$ cat src/rtl/hz_pkg.sv
`timescale 1ns/1ps
package hz_pkg;
  typedef enum logic [1:0] {
    ACT_RUN    = 2'd0,
    ACT_STALL  = 2'd1,
    ACT_BRANCH = 2'd2,
    ACT_TRAP   = 2'd3
  } hz_act_e;

  typedef struct packed {
    logic if_f;
    logic id_f;
    logic ex_f;
  } flush_t;
endpackage

$ cat src/rtl/hz_load_use_det.sv
`timescale 1ns/1ps
module hz_load_use_det #(
  parameter int REG_W   = 5,
  parameter int NUM_SRC = 2
) (
  input  logic                          ld_i,
  input  logic [REG_W-1:0]              dst_i,
  input  logic [NUM_SRC-1:0][REG_W-1:0] src_i,
  output logic                          hit_o
);
  logic [NUM_SRC-1:0] match;

  for (genvar g = 0; g < NUM_SRC; g++) begin : g_cmp
    assign match[g] = (src_i[g] == dst_i);
  end

  assign hit_o = ld_i & (|match);
endmodule

$ cat src/rtl/hz_arbiter.sv
`timescale 1ns/1ps
module hz_arbiter
  import hz_pkg::*;
(
  input  logic    hit_i,
  input  logic    stalled_q_i,
  input  logic    br_i,
  input  logic    ovf_i,
  output hz_act_e act_o
);
  // overflow > branch > load-use; no back-to-back stall
  always_comb begin
    if (ovf_i)                     act_o = ACT_TRAP;
    else if (br_i)                 act_o = ACT_BRANCH;
    else if (hit_i && !stalled_q_i) act_o = ACT_STALL;
    else                           act_o = ACT_RUN;
  end
endmodule

$ cat src/rtl/hz_trap_rec.sv
`timescale 1ns/1ps
module hz_trap_rec #(
  parameter int                 ADDR_W    = 32,
  parameter int                 CAUSE_W   = 5,
  parameter logic [CAUSE_W-1:0] CAUSE_OVF = CAUSE_W'(12)
) (
  input  logic               clk_i,
  input  logic               rst_ni,
  input  logic               trap_i,
  input  logic [ADDR_W-1:0]  pc_i,
  output logic [ADDR_W-1:0]  epc_o,
  output logic [CAUSE_W-1:0] cause_o
);
  always_ff @(posedge clk_i or negedge rst_ni) begin
    if (!rst_ni) begin
      epc_o   <= '0;
      cause_o <= '0;
    end else if (trap_i) begin
      epc_o   <= pc_i;
      cause_o <= CAUSE_OVF;
    end
  end

  p_epc_load_r7: assert property (@(posedge clk_i) disable iff (!rst_ni)
    trap_i |=> (epc_o == $past(pc_i)) && (cause_o == CAUSE_OVF));
  p_epc_hold_r7: assert property (@(posedge clk_i) disable iff (!rst_ni)
    !trap_i |=> $stable(epc_o) && $stable(cause_o));
endmodule

$ cat src/rtl/hazard_ctrl.sv
`timescale 1ns/1ps
module hazard_ctrl
  import hz_pkg::*;
#(
  parameter int                 REG_W      = 5,
  parameter int                 ADDR_W     = 32,
  parameter int                 CAUSE_W    = 5,
  parameter logic [ADDR_W-1:0]  HANDLER_PC = ADDR_W'(32'h180),
  parameter logic [CAUSE_W-1:0] CAUSE_OVF  = CAUSE_W'(12)
) (
  input  logic               clk_i,
  input  logic               rst_ni,
  input  logic               ex_mem_rd_i,
  input  logic [REG_W-1:0]   ex_dst_i,
  input  logic [REG_W-1:0]   id_src_a_i,
  input  logic [REG_W-1:0]   id_src_b_i,
  input  logic               br_taken_i,
  input  logic               ovf_i,
  input  logic [ADDR_W-1:0]  ex_pc_i,
  output logic               pc_we_o,
  output logic               ifid_we_o,
  output logic               ctrl_zero_o,
  output logic               flush_if_o,
  output logic               flush_id_o,
  output logic               flush_ex_o,
  output logic               wb_kill_o,
  output logic               redirect_o,
  output logic [ADDR_W-1:0]  redirect_pc_o,
  output logic [ADDR_W-1:0]  epc_o,
  output logic [CAUSE_W-1:0] cause_o
);
  localparam int NUM_SRC = 2;

  logic [NUM_SRC-1:0][REG_W-1:0] srcs;
  logic    hit;
  logic    stalled_q;
  hz_act_e act;
  flush_t  flush;

  assign srcs = {id_src_b_i, id_src_a_i};

  hz_load_use_det #(.REG_W(REG_W), .NUM_SRC(NUM_SRC)) u_det (
    .ld_i  (ex_mem_rd_i),
    .dst_i (ex_dst_i),
    .src_i (srcs),
    .hit_o (hit)
  );

  hz_arbiter u_arb (
    .hit_i       (hit),
    .stalled_q_i (stalled_q),
    .br_i        (br_taken_i),
    .ovf_i       (ovf_i),
    .act_o       (act)
  );

  hz_trap_rec #(.ADDR_W(ADDR_W), .CAUSE_W(CAUSE_W), .CAUSE_OVF(CAUSE_OVF)) u_rec (
    .clk_i   (clk_i),
    .rst_ni  (rst_ni),
    .trap_i  (act == ACT_TRAP),
    .pc_i    (ex_pc_i),
    .epc_o   (epc_o),
    .cause_o (cause_o)
  );

  always_ff @(posedge clk_i or negedge rst_ni) begin
    if (!rst_ni) stalled_q <= 1'b0;
    else         stalled_q <= (act == ACT_STALL);
  end

  always_comb begin
    pc_we_o     = 1'b1;
    ifid_we_o   = 1'b1;
    ctrl_zero_o = 1'b0;
    flush       = '0;
    wb_kill_o   = 1'b0;
    redirect_o  = 1'b0;
    unique case (act)
      ACT_STALL: begin
        pc_we_o     = 1'b0;
        ifid_we_o   = 1'b0;
        ctrl_zero_o = 1'b1;
      end
      ACT_BRANCH: flush.if_f = 1'b1;
      ACT_TRAP: begin
        flush       = '1;
        ctrl_zero_o = 1'b1;
        wb_kill_o   = 1'b1;
        redirect_o  = 1'b1;
      end
      default: ;
    endcase
  end

  assign flush_if_o    = flush.if_f;
  assign flush_id_o    = flush.id_f;
  assign flush_ex_o    = flush.ex_f;
  assign redirect_pc_o = redirect_o ? HANDLER_PC : '0;

  p_hold_pair_r1: assert property (@(posedge clk_i) disable iff (!rst_ni)
    !pc_we_o |-> !ifid_we_o && ctrl_zero_o && !flush_if_o);
  p_single_stall_r3: assert property (@(posedge clk_i) disable iff (!rst_ni)
    !pc_we_o |=> pc_we_o);
  p_branch_flush_r4: assert property (@(posedge clk_i) disable iff (!rst_ni)
    (br_taken_i && !ovf_i) |-> flush_if_o && !flush_id_o && !flush_ex_o && pc_we_o);
  p_trap_all_r5: assert property (@(posedge clk_i) disable iff (!rst_ni)
    ovf_i |-> flush_if_o && flush_id_o && flush_ex_o && wb_kill_o
              && redirect_o && (redirect_pc_o == HANDLER_PC));
  p_trap_prio_r6: assert property (@(posedge clk_i) disable iff (!rst_ni)
    ovf_i |-> pc_we_o && ifid_we_o);
  p_no_kill_r9: assert property (@(posedge clk_i) disable iff (!rst_ni)
    !ovf_i |-> !wb_kill_o && !redirect_o);
endmodule

$ cat config.mk
export PLATFORM = sky130hd
export DESIGN_NAME = hazard_ctrl
export DESIGN_NICKNAME = d
export VERILOG_FILES = /design/src/rtl/hz_pkg.sv /design/src/rtl/hz_load_use_det.sv /design/src/rtl/hz_arbiter.sv /design/src/rtl/hz_trap_rec.sv /design/src/rtl/hazard_ctrl.sv
export SDC_FILE = /design/constraint.sdc
export NUM_CORES = 1
export LEC_CHECK = 0
export BUFFER_PORTS_ARGS = -buffer_cell sky130_fd_sc_hd__buf_2
export CORE_MARGIN = 4
export CORE_UTILIZATION = 46
export CTS_BUF_LIST = sky130_fd_sc_hd__clkbuf_8
export DETAILED_ROUTE_END_ITERATION = 12
export PLACE_DENSITY = 0.85
export SLEW_MARGIN = 10
export SYNTH_ARGS = -nofsm -noshare
export SYNTH_HDL_FRONTEND = slang
export SYNTH_HIERARCHICAL = 1
export SYNTH_SLANG_ARGS = --single-unit
$ cat constraint.sdc
create_clock -name clk_i -period 3.2 [get_ports clk_i]
set_input_delay 0.32 -clock clk_i [delete_from_list [all_inputs] [get_ports clk_i]]
set_output_delay 0.32 -clock clk_i [all_outputs]
set_load 0.05 [all_outputs]
Yosys cells after proc, flatten, opt, wreduce, memory -nomap -nowiden
Cells that the tools add are included.

operators by class
  reductions and logical operators = 5
  bitwise operators = 1
  muxes and demuxes = 9
  equal/unequal tests = 5

operators by type and width
  kind                                                                    count
  5-bit equality test                                                     2
  9-bit two-way mux                                                       1
  2-bit two-way mux                                                       3
  2-bit OR reduction                                                      3
  1-bit two-way mux                                                       5
  2-bit equality test (second input constant)                             2
  2-bit by 1-bit equality test with 1-bit output (second input constant)  1
  1-bit AND                                                               1
  1-bit logical AND                                                       1
  1-bit logical NOT                                                       1

word-level totals
  bits in registers = 34
  input bits = 52
  output and inout bits = 77

Depth between registers and ports, before layout
Gate-level depths: netlist of run 1.

  word-level depth = 10
  gate-level depth with buffers = 8
  depth with buffers taken out = 6

Hierarchy
The synthesis of run 1 kept the hierarchy.

by module, submodules not included
  module           times used  area an instance (um2)  cells each
  hz_trap_rec      1           1406.3                  75
  hazard_ctrl      1           325.3                   43
  hz_load_use_det  1           113.9                   15
  hz_arbiter       1           17.5                    3

Worst setup path before layout of run 1
OpenSTA, ideal clock, no wires.

  path type = input to register
  start point = input port id_src_a_i[2]
  end point = register u_rec.epc_o[10]
  arrival time = 2.064 ns
  setup time = 0.125 ns
  required time = 3.075 ns
  stages = 8
  path slack = 1.011 ns
  buffers on the path = 2
  cells stage by stage = xnor2_1 > nand4_1 > o22ai_1 > a21o_1 > and2_1 > buf_6 > buf_12 > mux2_4

on the way
  cells in the longest elaborated chain, start to end = 8

ends and longest elaborated chain
  what                    RTL line               source
  start: declaration      hazard_ctrl.sv:15      input logic [REG_W-1:0] id_src_a_i,
  5-bit equality test     hz_load_use_det.sv:14  assign match[g] = (src_i[g] == dst_i);
  2-bit OR reduction      hz_load_use_det.sv:17  assign hit_o = ld_i & (|match);
  1-bit AND               hz_load_use_det.sv:17
  net hit                 hazard_ctrl.sv:35      logic hit;
  1-bit logical AND       hz_arbiter.sv:15       else if (hit_i && !stalled_q_i) act_o = ACT_STALL;
  1-bit two-way mux       hz_arbiter.sv:15
  2-bit two-way mux       hz_arbiter.sv:14       else if (br_i) act_o = ACT_BRANCH;
  2-bit two-way mux       hz_arbiter.sv:13       if (ovf_i) act_o = ACT_TRAP;
  net act[0]              hazard_ctrl.sv:37      hz_act_e act;
  2-bit equality test     hazard_ctrl.sv:60      .trap_i (act == ACT_TRAP),
  end signal: assignment  hz_trap_rec.sv:19      epc_o <= pc_i;
  end: declaration        hz_trap_rec.sv:11      output logic [ADDR_W-1:0] epc_o,

The timed path passes the listed nets, and every way through them passes these cells.
A chain may end at the register's enable or synchronous reset.

Final worst setup path of run 1
  start point = input port id_src_a_i[0]
  end point = output port redirect_pc_o[7]

on the way
  cells in the longest elaborated chain, start to end = 10

ends and longest elaborated chain
  what                 RTL line               source
  5-bit equality test  hz_load_use_det.sv:14
  2-bit OR reduction   hz_load_use_det.sv:17
  1-bit AND            hz_load_use_det.sv:17
  net hit              hazard_ctrl.sv:35
  1-bit logical AND    hz_arbiter.sv:15
  1-bit two-way mux    hz_arbiter.sv:15
  2-bit two-way mux    hz_arbiter.sv:14
  2-bit two-way mux    hz_arbiter.sv:13
  2-bit equality test  hazard_ctrl.sv:78      unique case (act)
  1-bit two-way mux    hazard_ctrl.sv:78
  9-bit two-way mux    hazard_ctrl.sv:98      assign redirect_pc_o = redirect_o ? HANDLER_PC : '0;
  end: declaration     hazard_ctrl.sv:28      output logic [ADDR_W-1:0] redirect_pc_o,

The timed path passes the listed nets, and every way through them passes these cells.

==> results of run 1 <==
==> final cells by class <==
| class | instances | area (um^2) |
|---|---|---|
| well taps | 48 | 60.1 |
| multi-input cells | 87 | 751 |
| clock buffers | 6 | 82.6 |
| flip-flops and latches | 34 | 851 |
| repair buffers | 97 | 490 |
| clock inverters | 2 | 8.76 |
| fillers | 333 | 1560 |
==> worst register-to-register path: stages (launching register included) <==
cell	delay (ns)
dfrtp_1	0.36
nor2_1	0.10
a21o_1	0.17
and2_2	0.16
buf_4	0.32
mux2_2	0.38
==> logic make-up after synthesis <==
kind of cell | Yosys count
other | 2
AND/OR/NAND/NOR | 10
flip-flops | 34
AO/OA/AOI/OAI | 2
XOR/XNOR | 10
multiplexers | 32
buffers and inverters | 46
==> per-layer routing <==
layer / vias up / track usage (%) / wire (um) / share of wire [%]
met2: 60 / 22.2 / 1860 / 51
li1: 548 / - / - / -
met4: 0 / 5.64 / 29 / 0.80
met5: - / 0 / 0 / 0
met1: 519 / 17.3 / 1410 / 39
met3: 2 / 4.21 / 322 / 8.9
==> stage by stage <==
| step | area [um^2] | setup slack, ns | instances |
|---|---|---|---|
| 2_1_floorplan | 1980 | 1.01 | 167 |
| 3_3_place_gp | 2150 | 1.07 | 266 |
| 3_5_place_dp | 2150 | 1.01 | 266 |
| 4_1_cts | 2240 | 1.01 | 274 |
| 5_1_grt | 2240 | 0.890 | 274 |
| 6_report | 2240 | 1.02 | 274 |
==> power by group <==
part           switching, uW  internal (uW)
registers               29.9            487
logic                    404            159
clock network            140            170
==> placed cells by master (no fill, tap or decap), types with 2 or more instances in the layout <==
master    Yosys  final
buf_2         0     95
dfrtp_1      34     34
conb_1        2     33
mux2_4       29     29
xnor2_1      10     10
clkbuf_8      0      6
mux2_2        3      3
buf_4        40      2
or2_1         2      2
nand4_1       2      2
nand2_1       2      2
==> how the worst min path moves through the flow <==
stage / startpoint / to / slack, ns / cells past startpoint
after floorplan: rst_ni / stalled_q / 0.02 / 0
after global placement: rst_ni / u_rec/epc_o[16] / 0.41 / 1
after detailed placement: rst_ni / u_rec/epc_o[16] / 0.42 / 1
after CTS: rst_ni / u_rec/epc_o[30] / 0.11 / 1
after global routing: rst_ni / u_rec/epc_o[18] / 0.15 / 1
final: rst_ni / u_rec/epc_o[20] / 0.1 / 1
==> sequential cells by signal (all words and copies together) (netlist names) <==
| name | cells |
|---|---|
| u_rec/epc_o | 32 |
| stalled_q | 1 |
| u_rec/cause_o | 1 |
==> key figures, run 1 <==
Timing
  – Post-route setup TNS: 0 ns
  – Tmin final: 2.18 ns
  – Final hold vios: 0
  – Fin. max-slew vios: 0
  – Worst Skew: 0.00400 ns
  – RSZ-0062 raised after global routing: no
  – Final period utilization: 68.1%
  – Hold_ws: just under 0.1 ns
  – Worst Tran Pin Value: 0.726 ns
  – Slew headroom: 51.6%
  – Setup-failing EPs final: 0
  – Highest Clock Rate: 459 MHz

Layout
  – Final net count: 277
  – Layout Utilization: between 50% and 60%
  – Synth-to-Final Area Change: 20.4%
  – Layout cells sized above 1: approximately three fifths
  – Ant diodes: 0

Logic synthesis
  – YS warnings: 6
  – Synthesized flop and latch total: 34
  – Compound-cell area share of the yosys netlist: less than 1%
  – Top post-synthesis cells by area: dfrtp_1, mux2_4, buf_4
  – Synth Area in XOR/XNOR: between 4 and 5%
  – Commonest cells post-synth: buf_4, dfrtp_1, mux2_4
  – Cells after synthesis: 136
  – EDFF count, synth: 0
  – Synth async-reset ratio: 100%
  – Syn_area_per_cell: 13.7 um^2
  – Yosys cell types: 18
  – Most common cell in the netlist: buf_4
  – Post-synthesis simple-gate area fraction: 2.96%
  – Combinational family with the most area after synthesis: multiplexers
  – Post-synthesis sequential area ratio: a little under half
  – Post-Synth Adder-Cell Area: 0%
  – Post-synthesis mux area share: 25.2%
  – Top-area cell type share of the netlist area: between 40 and 50%
  – Area leader, netlist: dfrtp_1
  – Mapped cell area: between 1500 and 2000 um^2
  – Ys flop type: dfrtp_1

Route
  – Vias: 1,129
  – Routed WL per cell: 13.2 um
  – Drt total wl: roughly 3600 um
  – Post-DRT Antenna Nets: 0
  – First-pass DRT Iterations: 3
  – Post-DR vias/cell: a little over 4
  – 1st-iter DRT viols: 29
  – DRC Markers: 0

Clock tree
  – Root buf cell: clkbuf_8
  – TritonCTS clock tree: done
  – Post-CTS Resized: 0
  – CTS Sinks: 34
  – Clk_lat worst skew: 0.28 ns
  – Worst-case clock buffer depth: 2
  – Num CTS Buffers: 5
  – Postcts setup bufs: 0
  – Depth of the CTS H-tree: 2
  – Worst-path clk slew: 0.06 ns
  – CTS Hold Buffers Added: 0

Global routing
  – Initial antenna violation count: 0
  – Total grt overflow: 0
  – GRT Total Usage: 13.8%
  – Largest net degree at the start of global routing: 35
  – Vias in the first global route: around 1.2k
  – First-pass GRT wire length: between 5000 and 6000 um

Floorplan
  – Floorplan core area: ~3800 um^2
  – Die X-Extent: 71.6 um
  – Die Ht: 71.6 um
  – Rows: 22
  – Count of boundary I/O pins: 129
  – Die area: 5130 um^2
  – Initial Utilization: 49.0%

Worst setup path
  – Startpoint Class: input pin
  – RR Startpoint: stalled_q
  – Total stage count of the critical path: 8
  – CP bufs+invs: 3
  – Crit path to: redirect_pc_o[7]
  – Arrival time worst endpoint: 1.86 ns
  – CP max-delay cell: buf_2
  – Critical Path RT: ~2.9 ns
  – Reg2Reg Setup Slack: between 1.5 and 2 ns
  – Max incr delay on CP: 0.33 ns
  – Crit path kind: input pin to primary output
  – CP cell instances: buf_2, xnor2_1, nand4_1, o22ai_1, a21o_1, and2_2, buf_4, buf_2
  – Max FO, Critical Path: 23
  – Critical R2R Capture: u_rec/epc_o[29]
  – Kind of end point of the critical path: primary output
  – Crit path top cell by count: buf_2
  – CP top delay family: buffers and inverters
  – Reg2Reg Depth: 5
  – Crit path from: id_src_a_i[0]

Status
  – Outcome: finished clean

Power
  – Power Total: 1390 uW
  – Worst vdd ir: around 0.28 mV
  – Pwr/cell area: a little over 600 nW/um^2
  – LEAKAGE: between 0.001 and 0.0015 uW

Place
  – IO Port Bufs: 95
  – Gpl congestion: 0.738
  – Dpl hpwl: 2880 um

Worst hold path
  – Type of the worst min-delay path: input pin to async pin

Run
  – MaxCap Viol Count: 0
Power figures use the tool's default switching activity.
==> run 2, diff against run 1 <==
Settings changed: CORE_UTILIZATION 46 to 43, PLACE_DENSITY 0.85 to 0.8.
Clock period 3.2 ns to 2.3 ns, I/O delays scaled along.
==> key figures, run 2 (same netlist as run 1, synthesis figures left out) <==
Status
  – Outcome: finished clean

Timing
  – Slew headroom: 51.6% (about the same)
  – Worst Skew: 0.00338 ns (-0.000611 ns)
  – Post-route setup TNS: 0 ns (unchanged)
  – Tmin final: 1.92 ns
  – Worst Tran Pin Value: 0.726 ns (+0.000241 ns)
  – Fin. max-slew vios: 0 (unchanged)
  – RSZ-0062 raised after global routing: no
  – Final period utilization: a little over four fifths
  – Setup-failing EPs final: 0 (unchanged)
  – Highest Clock Rate: 522 MHz
  – Final hold vios: 0 (unchanged)

Global routing
  – Initial antenna violation count: 0 (unchanged)
  – First-pass GRT wire length: 5550 um (+2.9%)
  – GRT Total Usage: 13.7% (-0.16 points)
  – Total grt overflow: 0 (unchanged)
  – Largest net degree at the start of global routing: 35 (unchanged)
  – Vias in the first global route: 1,240 (+7.5%)

Layout
  – Final net count: 277 (unchanged)
  – Layout Utilization: 55.1% (-4.0 points)
  – Layout cells sized above 1: 60.7% (+0.095 points)
  – Max reg flops: 32 (unchanged)
  – Ant diodes: 0 (unchanged)
  – Synth-to-Final Area Change: 20.8%
  – Commonest non-fill, non-tap cell in the layout: buf_2
  – Largest Register: u_rec/epc_o
  – Top flop regs: u_rec/epc_o (32), stalled_q (1), u_rec/cause_o (1)
  – Most frequent cells in the layout: buf_2, dfrtp_1, conb_1, mux2_4, xnor2_1

Worst setup path
  – Crit path to: redirect_pc_o[8]
  – Critical Path RT: 2.07 ns (-0.81 ns)
  – Startpoint Class: input pin
  – Crit path kind: input pin to primary output
  – Crit path from: ex_dst_i[2]
  – Max FO, Critical Path: 22 (-4.3%)
  – Arrival time worst endpoint: 1.69 ns (-0.17 ns)
  – Reg2Reg Depth: 5 (unchanged)
  – Kind of end point of the critical path: primary output
  – Reg2Reg Setup Slack: 0.71 ns (-0.89 ns)
  – Critical R2R Capture: u_rec/epc_o[0]
  – RR Startpoint: stalled_q

Route
  – Post-DRT Antenna Nets: 0 (unchanged)
  – DRC Markers: 0 (unchanged)
  – Post-DR vias/cell: 4.24 (+2.9%)
  – Vias: 1,162 (+2.9%)
  – Drt total wl: 3740 um (+3.2%)
  – First-pass DRT Iterations: 4 (+1)
  – 1st-iter DRT viols: 21 (-28%)
  – Routed WL per cell: 13.7 um (+3.2%)

Power
  – Worst vdd ir: 0.406 mV (+44%)
  – Pwr/cell area: 856 nW/um^2 (+38%)
  – LEAKAGE: 0.00122 uW (-0.42%)

Clock tree
  – CTS Hold Buffers Added: 0 (unchanged)
  – Post-CTS Resized: 0 (unchanged)
  – TritonCTS clock tree: done
  – Clk_lat worst skew: 0.27 ns (about the same)
  – CTS Sinks: 34 (unchanged)
  – Num CTS Buffers: 5 (unchanged)
  – Postcts setup bufs: 0 (unchanged)
  – Depth of the CTS H-tree: 2 (unchanged)
  – Worst-case clock buffer depth: 2 (unchanged)
  – Root buf cell: clkbuf_8
  – Worst-path clk slew: 0.06 ns (about the same)

Run
  – MaxCap Viol Count: 0 (unchanged)

Place
  – IO Port Bufs: 95 (unchanged)
  – Gpl congestion: 0.788 (+6.8%)
  – Dpl hpwl: 2970 um (+3.2%)

Worst hold path
  – Type of the worst min-delay path: input pin to async pin

Floorplan
  – Die area: 5450 um^2 (+6.2%)
  – Initial Utilization: 45.6% (-3.5 points)
  – Count of boundary I/O pins: 129 (unchanged)
  – Rows: 23 (+4.5%)
  – Floorplan core area: 4090 um^2 (+7.6%)
  – Die Ht: 73.8 um (+3.0%)
  – Die X-Extent: 73.8 um (+3.0%)
run 2: worst min path at each step:
stage               slack [ns]  startpoint         endpoint
finish                    0.01      rst_ni  u_rec/epc_o[26]
global route              0.08      rst_ni  u_rec/epc_o[29]
CTS                       0.03      rst_ni  u_rec/epc_o[29]
detailed placement        0.33      rst_ni  u_rec/epc_o[26]
global placement          0.33      rst_ni  u_rec/epc_o[25]
floorplan                -0.07      rst_ni        stalled_q
run 2: routing by layer:
| layer | global-route usage (%) | vias to the layer above | routed length [um] |
|---|---|---|---|
| met2 | 23.5 | 65 | 1990 |
| li1 | - | 546 | - |
| met1 | 15.5 | 543 | 1360 |
| met5 | 0 | - | 0 |
| met4 | 7.65 | 0 | 80 |
| met3 | 3.01 | 8 | 312 |
run 2: final cells by class:
type                    count  area [um^2]
fillers                   347         1840
flip-flops and latches     34          851
multi-input cells          87          751
repair buffers             97          503
clock buffers               6         82.6
well taps                  50         62.6
run 2: report_power, final:
group          total, uW  internal [uW]  switching (uW)
Combinational        790            225             565
Clock                418            230             188
Sequential           718            678            40.3
Total               1930           1130             793
run 2: per-stage QoR:
stage	area, um^2	cells	hold WS, ns	power (uW)	setup slack [ns]
6_report	2250	274	0.0135	1930	0.384
5_1_grt	2250	274	0.0757	2010	0.321
4_1_cts	2250	274	0.0256	1950	0.441
3_5_place_dp	2170	268	0.331	1520	0.335
3_3_place_gp	2170	268	0.327	1510	0.390
2_1_floorplan	1980	167	-0.0656	1410	0.201
run 2: critical path: stages:
cell and delay (ns):
buf_2 0.12, xnor2_1 0.22, nand4_1 0.14, o22ai_1 0.14
a21o_1 0.17, and2_2 0.18, buf_12 0.18, buf_2 0.29
